[config.mk]
export PLATFORM = sky130hd
export DESIGN_NAME = tx_lane_slave
export DESIGN_NICKNAME = d
export VERILOG_FILES = /design/src/rtl/tx_lane_pkg.sv /design/src/rtl/lane_rank.sv /design/src/rtl/pay_fifo.sv /design/src/rtl/tx_lane_slave.sv
export SDC_FILE = /design/constraint.sdc
export NUM_CORES = 1
export LEC_CHECK = 0
export BUFFER_PORTS_ARGS = -buffer_cell sky130_fd_sc_hd__clkbuf_2
export CAP_MARGIN = 20
export CORE_ASPECT_RATIO = 2
export CORE_MARGIN = 1
export CORE_UTILIZATION = 40
export DETAILED_ROUTE_END_ITERATION = 8
export PLACE_DENSITY = 0.63
export SLEW_MARGIN = 5
export SYNTH_ARGS = -nofsm -noshare
export SYNTH_HDL_FRONTEND = slang
export SYNTH_HIERARCHICAL = 1
export SYNTH_SLANG_ARGS = --single-unit
[constraint.sdc]
create_clock -name clk -period 1.9 [get_ports clk]
set_input_delay 0.285 -clock clk [delete_from_list [all_inputs] [get_ports clk]]
set_output_delay 0.285 -clock clk [all_outputs]
set_load 0.005 [all_outputs]
[src/rtl/tx_lane_pkg.sv]
package tx_lane_pkg;
  localparam int unsigned BYTE_W = 8;
  typedef logic [BYTE_W-1:0] byte_t;
endpackage

[src/rtl/lane_rank.sv]
// For each lane, counts the selected lanes above it (descending fill order).
module lane_rank #(
  parameter int unsigned LANES = 4,
  localparam int unsigned RW = $clog2(LANES + 1)
) (
  input  logic [LANES-1:0]         mask,
  output logic [LANES-1:0][RW-1:0] rank,
  output logic [RW-1:0]            total
);
  logic [RW-1:0] acc;

  always_comb begin
    acc = '0;
    for (int i = LANES - 1; i >= 0; i--) begin
      rank[i] = acc;
      if (mask[i]) acc = acc + RW'(1);
    end
    total = acc;
  end
endmodule

[src/rtl/pay_fifo.sv]
// Payload FIFO: one push per cycle, up to LANES pops per cycle with look-ahead.
module pay_fifo
  import tx_lane_pkg::*;
#(
  parameter int unsigned DEPTH = 8,
  parameter int unsigned LANES = 4,
  localparam int unsigned AW = $clog2(DEPTH),
  localparam int unsigned CW = $clog2(DEPTH + 1),
  localparam int unsigned RW = $clog2(LANES + 1)
) (
  input  logic                 clk,
  input  logic                 rst_n,
  input  logic                 push,
  input  byte_t                wdata,
  input  logic [RW-1:0]        pop_cnt,
  output byte_t [LANES-1:0]    peek,
  output logic [CW-1:0]        count
);
  byte_t         mem [DEPTH];
  logic [AW-1:0] rd_ptr, rd_nxt, wr_ptr, wr_nxt;
  logic [CW-1:0] cnt_nxt;
  logic          push_ok;

  assign push_ok = push && (count != CW'(DEPTH));

  always_comb begin
    rd_nxt  = rd_ptr + AW'(pop_cnt);
    wr_nxt  = push_ok ? wr_ptr + AW'(1) : wr_ptr;
    cnt_nxt = count + CW'(push_ok) - CW'(pop_cnt);
  end

  always_ff @(posedge clk or negedge rst_n) begin
    if (!rst_n) begin
      rd_ptr <= '0;
      wr_ptr <= '0;
      count  <= '0;
    end else begin
      rd_ptr <= rd_nxt;
      wr_ptr <= wr_nxt;
      count  <= cnt_nxt;
    end
  end

  always_ff @(posedge clk) begin
    if (push_ok) mem[wr_ptr] <= wdata;
  end

  for (genvar i = 0; i < LANES; i++) begin : g_peek
    assign peek[i] = mem[rd_ptr + AW'(i)];
  end

  a_r7_no_overflow: assert property (@(posedge clk) disable iff (!rst_n)
    32'(count) <= DEPTH);
  a_r8_pop_bounded: assert property (@(posedge clk) disable iff (!rst_n)
    32'(pop_cnt) <= 32'(count));
endmodule

[src/rtl/tx_lane_slave.sv]
module tx_lane_slave
  import tx_lane_pkg::*;
#(
  parameter int unsigned LANES = 4,
  parameter int unsigned DEPTH = 8,
  localparam int unsigned RW = $clog2(LANES + 1),
  localparam int unsigned CW = $clog2(DEPTH + 1),
  localparam int unsigned DW = BYTE_W * LANES
) (
  input  logic             clk,
  input  logic             rst_n,
  input  logic [LANES-1:0] req_val,
  input  logic [LANES-1:0] req_pay,
  input  logic             pay_push,
  input  logic [7:0]       pay_wdata,
  output logic             pay_full,
  input  logic [DW-1:0]    ovh_data,
  output logic [RW-1:0]    ovh_take,
  output logic [DW-1:0]    tx_data,
  output logic             underrun
);
  logic [1:0]                rst_sync;
  logic                      rst_core_n;
  logic [LANES-1:0]          pay_mask, ovh_mask;
  logic [LANES-1:0][RW-1:0]  pay_rank, ovh_rank;
  logic [RW-1:0]             pay_total, ovh_total, pop_cnt;
  byte_t [LANES-1:0]         peek;
  logic [CW-1:0]             fifo_count;
  logic                      starve;
  logic [DW-1:0]             data_nxt;
  logic                      und_nxt;

  always_ff @(posedge clk or negedge rst_n) begin
    if (!rst_n) rst_sync <= '0;
    else        rst_sync <= {rst_sync[0], 1'b1};
  end
  assign rst_core_n = rst_sync[1];

  assign pay_mask = req_val & req_pay;
  assign ovh_mask = req_val & ~req_pay;

  lane_rank #(.LANES(LANES)) u_pay_rank (
    .mask(pay_mask), .rank(pay_rank), .total(pay_total));
  lane_rank #(.LANES(LANES)) u_ovh_rank (
    .mask(ovh_mask), .rank(ovh_rank), .total(ovh_total));

  pay_fifo #(.DEPTH(DEPTH), .LANES(LANES)) u_fifo (
    .clk(clk), .rst_n(rst_core_n), .push(pay_push), .wdata(pay_wdata),
    .pop_cnt(pop_cnt), .peek(peek), .count(fifo_count));

  assign starve   = 32'(pay_total) > 32'(fifo_count);
  assign pop_cnt  = starve ? RW'(fifo_count) : pay_total;
  assign ovh_take = ovh_total;
  assign pay_full = (fifo_count == CW'(DEPTH));

  always_comb begin
    data_nxt = '0;
    for (int i = 0; i < LANES; i++) begin
      if (pay_mask[i] && (pay_rank[i] < pop_cnt))
        data_nxt[8*i +: 8] = peek[int'(pay_rank[i])];
      else if (ovh_mask[i])
        data_nxt[8*i +: 8] = ovh_data[8*int'(ovh_rank[i]) +: 8];
    end
    und_nxt = underrun | starve;
  end

  always_ff @(posedge clk or negedge rst_core_n) begin
    if (!rst_core_n) begin
      tx_data  <= '0;
      underrun <= 1'b0;
    end else begin
      tx_data <= data_nxt;
      if (starve) underrun <= und_nxt;
    end
  end

  a_r3_idle_zero: assert property (@(posedge clk) disable iff (!rst_core_n)
    (req_val == '0) |=> (tx_data == '0));
  a_r8_sticky: assert property (@(posedge clk) disable iff (!rst_core_n)
    underrun |=> underrun);
  a_r6_no_ovh_when_idle: assert property (@(posedge clk) disable iff (!rst_core_n)
    (req_val == '0) |-> (ovh_take == '0));

  for (genvar i = 0; i < LANES; i++) begin : g_lane_chk
    a_r4_lane_zero: assert property (@(posedge clk) disable iff (!rst_core_n)
      !req_val[i] |=> (tx_data[8*i +: 8] == 8'h00));
  end
endmodule

Word-level counts from Yosys, hierarchy flattened
Memory sizes are Yosys's and may differ from the RTL's.
Cells that the tools add are included.
{ "op_classes": {"n_addsub": 13, "mul": 0, "div_mod_pow": 0, "n_lt_le_gt_ge": 8, "eq_ne": 2, "shift": 3, "mux": 25, "bitwise": 4, "n_reduce_logical": 5} }
{ "ops": {"columns": ["operator", "n"], "rows": [
  ["variable part select 32 x 7 -> 8 bit", 3],
  ["2-to-1 mux 8 bit", 11],
  ["binary-select mux 8 bit (select 2 bit)", 3],
  ["2-to-1 mux 3 bit", 7],
  ["adder 3 x 1 -> 3 bit (second input constant)", 6],
  ["< comparator 3 bit", 3],
  ["< comparator 3 bit (second input constant)", 3],
  ["bitwise AND 4 bit", 2],
  ["adder 3 x 2 -> 3 bit (second input constant)", 2],
  ["logical AND 1 bit", 5],
  ["adder 1 x 1 -> 2 bit (second input constant)", 2],
  ["adder 4 x 1 -> 4 bit", 1],
  ["== test 4 bit (second input constant)", 1],
  ["> comparator 3 x 4 -> 1 bit", 1],
  ["2-to-1 mux 1 bit", 4],
  ["inequality test 4 bit (second input constant)", 1],
  ["NOT 4 bit", 1],
  ["subtractor 4 x 3 -> 4 bit", 1],
  ["adder 3 bit", 1],
  ["< comparator 1 x 3 -> 1 bit (first input constant)", 1],
  ["bitwise OR 1 bit", 1]
]} }
{ "word_totals": {"register_bits": 45, "latchBits": 0, "ramBits": 64, "romBits": 0, "wordCells": 67, "memories": 1} }
{ "mem_list": {"columns": ["memory", "depth", "width", "rd", "rd_clocked_by_memory_dff", "write_ports", "line_no", "text"], "rows": [
  ["u_fifo.mem", 8, 8, 4, 0, 1, "pay_fifo.sv:19", "byte_t mem [DEPTH];"]
]} }

Longest topological paths before layout
{ "logic_depth": {"depth_word": 13, "ltp_mapped": 19, "depth_no_buf": 18} }

Cells and area by module
The synthesis kept the hierarchy.
{ "modules_own_cells": {"columns": ["mod", "instances", "cells_each", "area_each_um2"], "rows": [
  ["pay_fifo", 1, 277, 4141.5],
  ["tx_lane_slave", 1, 286, 3552.2],
  ["lane_rank", 2, 25, 178.9]
]} }

Least setup slack after synthesis
OpenSTA, ideal clock, no wires.
{ "synth_path": {"kind": "input -> register", "from": "in req_pay[3]", "to": "reg u_fifo.count[2]", "setup_time_ns": 0.123, "arrival_ns": 4.389, "required_ns": 1.777, "slack_ns": -2.612, "path_stages": 16, "path_cell_list": "and2_1 inv_1 ha_1 nand2b_1 o21ai_0 ha_1 o21ai_2 or2_4 buf_12 mux2_2 ha_1 inv_1 ha_1 inv_1 fa_1 xnor2_1"} }
{ "synth_rtl": {"columns": ["item", "line_no", "text"], "rows": [
  ["from (decl)", "tx_lane_slave.sv:13", "input logic [LANES-1:0] req_pay,"],
  ["to (signal assigned)", "pay_fifo.sv:40", "count <= cnt_nxt;"],
  ["to (decl)", "pay_fifo.sv:17", "output logic [CW-1:0] count"]
]} }

==> metrics.yaml <==
syn_avg_cell_area_um2: 13.1
worst_slew_pin_slew_ns: 0.676
ys.warnings.count: 6
post_drt_wl_per_cell_um: 21.1
wl_met1_um: 6870
die_area_um2: 20700
antenna_cells: 0
worstPathCellList: "buf_6 -> and2_4 -> inv_2 -> ha_4 -> nand2b_4 -> xnor2_2 -> mux2i_1 -> ha_1 -> nand2b_4 -> a21o_4 -> or2_4 -> mux2_4 -> ha_4 -> inv_2 -> ha_4 -> inv_2 -> fa_2 -> inv_2"
critical-path-slowest-cell: "fa_2"
die_w_um: 102
arrival_ns: 3.41
postRouteWirelength_um: 22000
first_iter_violations: 321
overflow: 0
layout_setup_ws_ns: -1.24
met2_length_um: 13100
crit_top_cell: "inv_2"
grt_first_pass_wirelength_um: 34500
ir_worst_vdd_uv: 547
fmax_mhz: 318
status: "finished, violations left"
cap_violations: 0
setup_viol: 108
crit_family: "adder cells"
syn_area_um2: 8050
endpoint_kind: "flop"
r2r_cells: 12
antenna_found_initial: 0
cts_tree: "done"
critPathMaxFanout: 5
grt_pass1_vias: 6530
holdWs_ns: 0.205
path_buf_inv: 5
drc_errors: 0
startpoint: "req_pay[3]"
place_area_um2: 9480
endpoint: "u_fifo/count[1]"
p_leak_uw: 0.00423
drive_above_1_share: 0.547
reg2reg_from: "u_fifo/count[1]"
drt_pass1_iterations: 5
globalplace.congestion: 0.880
n_fill_cell: 1634
syn2layout_area_growth_pct: 29.4
synth_top_area_frac: 0.239
yosysSeqAreaShare: 0.379
timing.setup.tns_ns: -46.49
ios: 88
critPathMaxStageDelay_ns: 0.52
cts_buffers: 9
rows: 73
final_nets: 850
cp.required_ns: 2.17
core_area_um2: 19800
cts_buffer_depth: 2
clk_pin_slew_worst_paths_ns: 0.07
synth_area_leaders: "edfxtp_1 24%, mux4_2 22%, dfrtp_1 14%"
viasPerCell: 5.74
grt_max_degree: 27
powerDensity_nw_per_um2: 1490
cts-root-buf: "clkbuf_16"
fin_crit_ns: 3.14
port_buffers: 87
synth_edf_count: 64
finalMaxSlewViolations: 0
final_cell_area_um2: 10400
h-tree-depth: 3
hold_class: "in2reg"
ys_seq_elements: 109
ys_types: 52
cp-start-kind: "input port"
route.met3.wl_um: 738
start_util: 0.406
ant_nets: 0
r2r_end: "u_fifo/count[1]"
synthFlopType: "edfxtp_1"
hpwlAfterDp_um: 17600
crit_type: "in2reg"
synth-async-reset-ratio: 0.413
netlist_instances: 613
clk_latency_ns: 0.37
top_layer_used: "met4"
vias: 6002
rsz0062_at_grt: "true"
ff2ff_setup_slack_ns: -0.79
grt_usage: 0.225
yosysTopAreaCell: "edfxtp_1"
maxSlewHeadroom: 0.548
violations: "negative setup slack"
cp.depth: 18
cts.sinks: 109
hold_viol_final: 0
timing.final.crit_share: 1.65
die_y_um: 203
skew_ns: 0.00728
-- Yosys cell counts (13+ instances only) --
cell type and n:
a211oi_1 16, buf_4 15, dfrtp_1 45, edfxtp_1 64
ha_1 17, inv_1 90, mux2_2 35, mux2_4 16
mux2i_1 13, mux4_2 79, nand2b_1 19, nor2_1 24
o22ai_1 20, o32ai_1 32
-- registers in the layout (all words and copies together), names as in the netlist --
signal         flops
u_fifo/count       4
u_fifo/wr_ptr      3
tx_data           32
u_fifo/mem        64
u_fifo/rd_ptr      3
rst_sync           2
underrun           1
-- power by group --
group / internal, uW / switching, uW / leakage (uW)
Combinational: 5530 / 4980 / 0.00293
Clock: 895 / 885 / 0.000138
Sequential: 2980 / 291 / 0.00116
-- metal layers --
layer  up-vias  global-route usage
li1       2650                   -
met3       100              0.0410
met1      3004               0.199
met4         0               0.162
met2       248               0.431
met5         -                   0
-- how the worst min path moves through the flow --
stage                      start          endpoint  slack (ns)  depth (start not counted)
floorplan                  rst_n       rst_sync[0]       -0.01                          0
global placement           rst_n       rst_sync[0]        0.07                          1
detailed placement         rst_n       rst_sync[0]        0.07                          1
CTS                 pay_wdata[0]  u_fifo/mem[0][0]        0.19                          1
global route        pay_wdata[7]  u_fifo/mem[4][7]        0.21                          1
finish              pay_wdata[7]  u_fifo/mem[4][7]        0.21                          1
-- final cells by class --
class | instances | area [um2] | area share
clock buffers | 9 | 225 | 0.0216
clock inverters | 6 | 47.5 | 0.00456
inverters | 90 | 338 | 0.0324
multi-input cells | 373 | 4920 | 0.472
flip-flops and latches | 109 | 3050 | 0.293
well taps | 262 | 328 | 0.0315
repair buffers | 197 | 1510 | 0.145
-- metrics by stage --
step / util / setup slack (ns) / power (uW) / instances
finish: 0.526 / -1.24 / 15600 / 1046
CTS: 0.520 / -1.23 / 15400 / 1043
global route: 0.526 / -1.34 / 16500 / 1046
detailed placement: 0.478 / -1.68 / 12700 / 1012
floorplan: - / -1.70 / 9750 / 623
global placement: 0.478 / -1.56 / 12400 / 1012
-- cells in the final DEF, fill, tap and decap left out, types with 3 or more instances in the layout --
| cell type | instances |
|---|---|
| inv_1 | 82 |
| and2_1 | 3 |
| mux2i_1 | 13 |
| a21oi_1 | 4 |
| inv_2 | 8 |
| a211oi_1 | 16 |
| clkbuf_2 | 83 |
| nor2b_1 | 3 |
| nand2b_1 | 17 |
| a211oi_4 | 4 |
| xor2_1 | 3 |
| nor2_1 | 18 |
| buf_12 | 11 |
| o221ai_2 | 4 |
| conb_1 | 13 |
| o32ai_4 | 5 |
| mux2_4 | 17 |
| nand2_1 | 4 |
| o32ai_2 | 17 |
| ha_1 | 10 |
| mux4_2 | 79 |
| ha_4 | 6 |
| mux2_1 | 7 |
| maj3_1 | 4 |
| dfrtp_1 | 43 |
| buf_4 | 77 |
| o32ai_1 | 10 |
| edfxtp_1 | 64 |
| clkbuf_16 | 9 |
| o311ai_4 | 4 |
| xnor2_1 | 9 |
| o22ai_1 | 20 |
| or2b_1 | 3 |
| mux2_2 | 34 |
| nor3_4 | 3 |
| o21ai_0 | 3 |
| buf_6 | 24 |
| nor2_4 | 6 |
-- logic make-up (layout without fill, tap and decap cells) --
group           Yosys count  after routing  share of synthesized area
mux                     150            150                      0.326
buf+inv                 141            302                     0.0839
fa+ha+maj                23             23                     0.0364
simple gates             74             74                     0.0507
compound gates           96             96                      0.102
flops                   109            109                      0.379
xor+xnor                 17             17                     0.0218
other cells               3             13                    0.00140
-- repair_timing --
| item | CTS | global route |
|---|---|---|
| hold buffers | 1 | 0 |
| gates resized for setup | 75 | 27 |
| endpoints found under the hold margin | 2 | 0 |
| pin swaps | 20 | 11 |
| gates cloned | 0 | 0 |
| buffers inserted | 17 | 11 |
| endpoints found under the setup margin | 108 | 107 |
No activity file was read; power rests on OpenSTA's default activity.
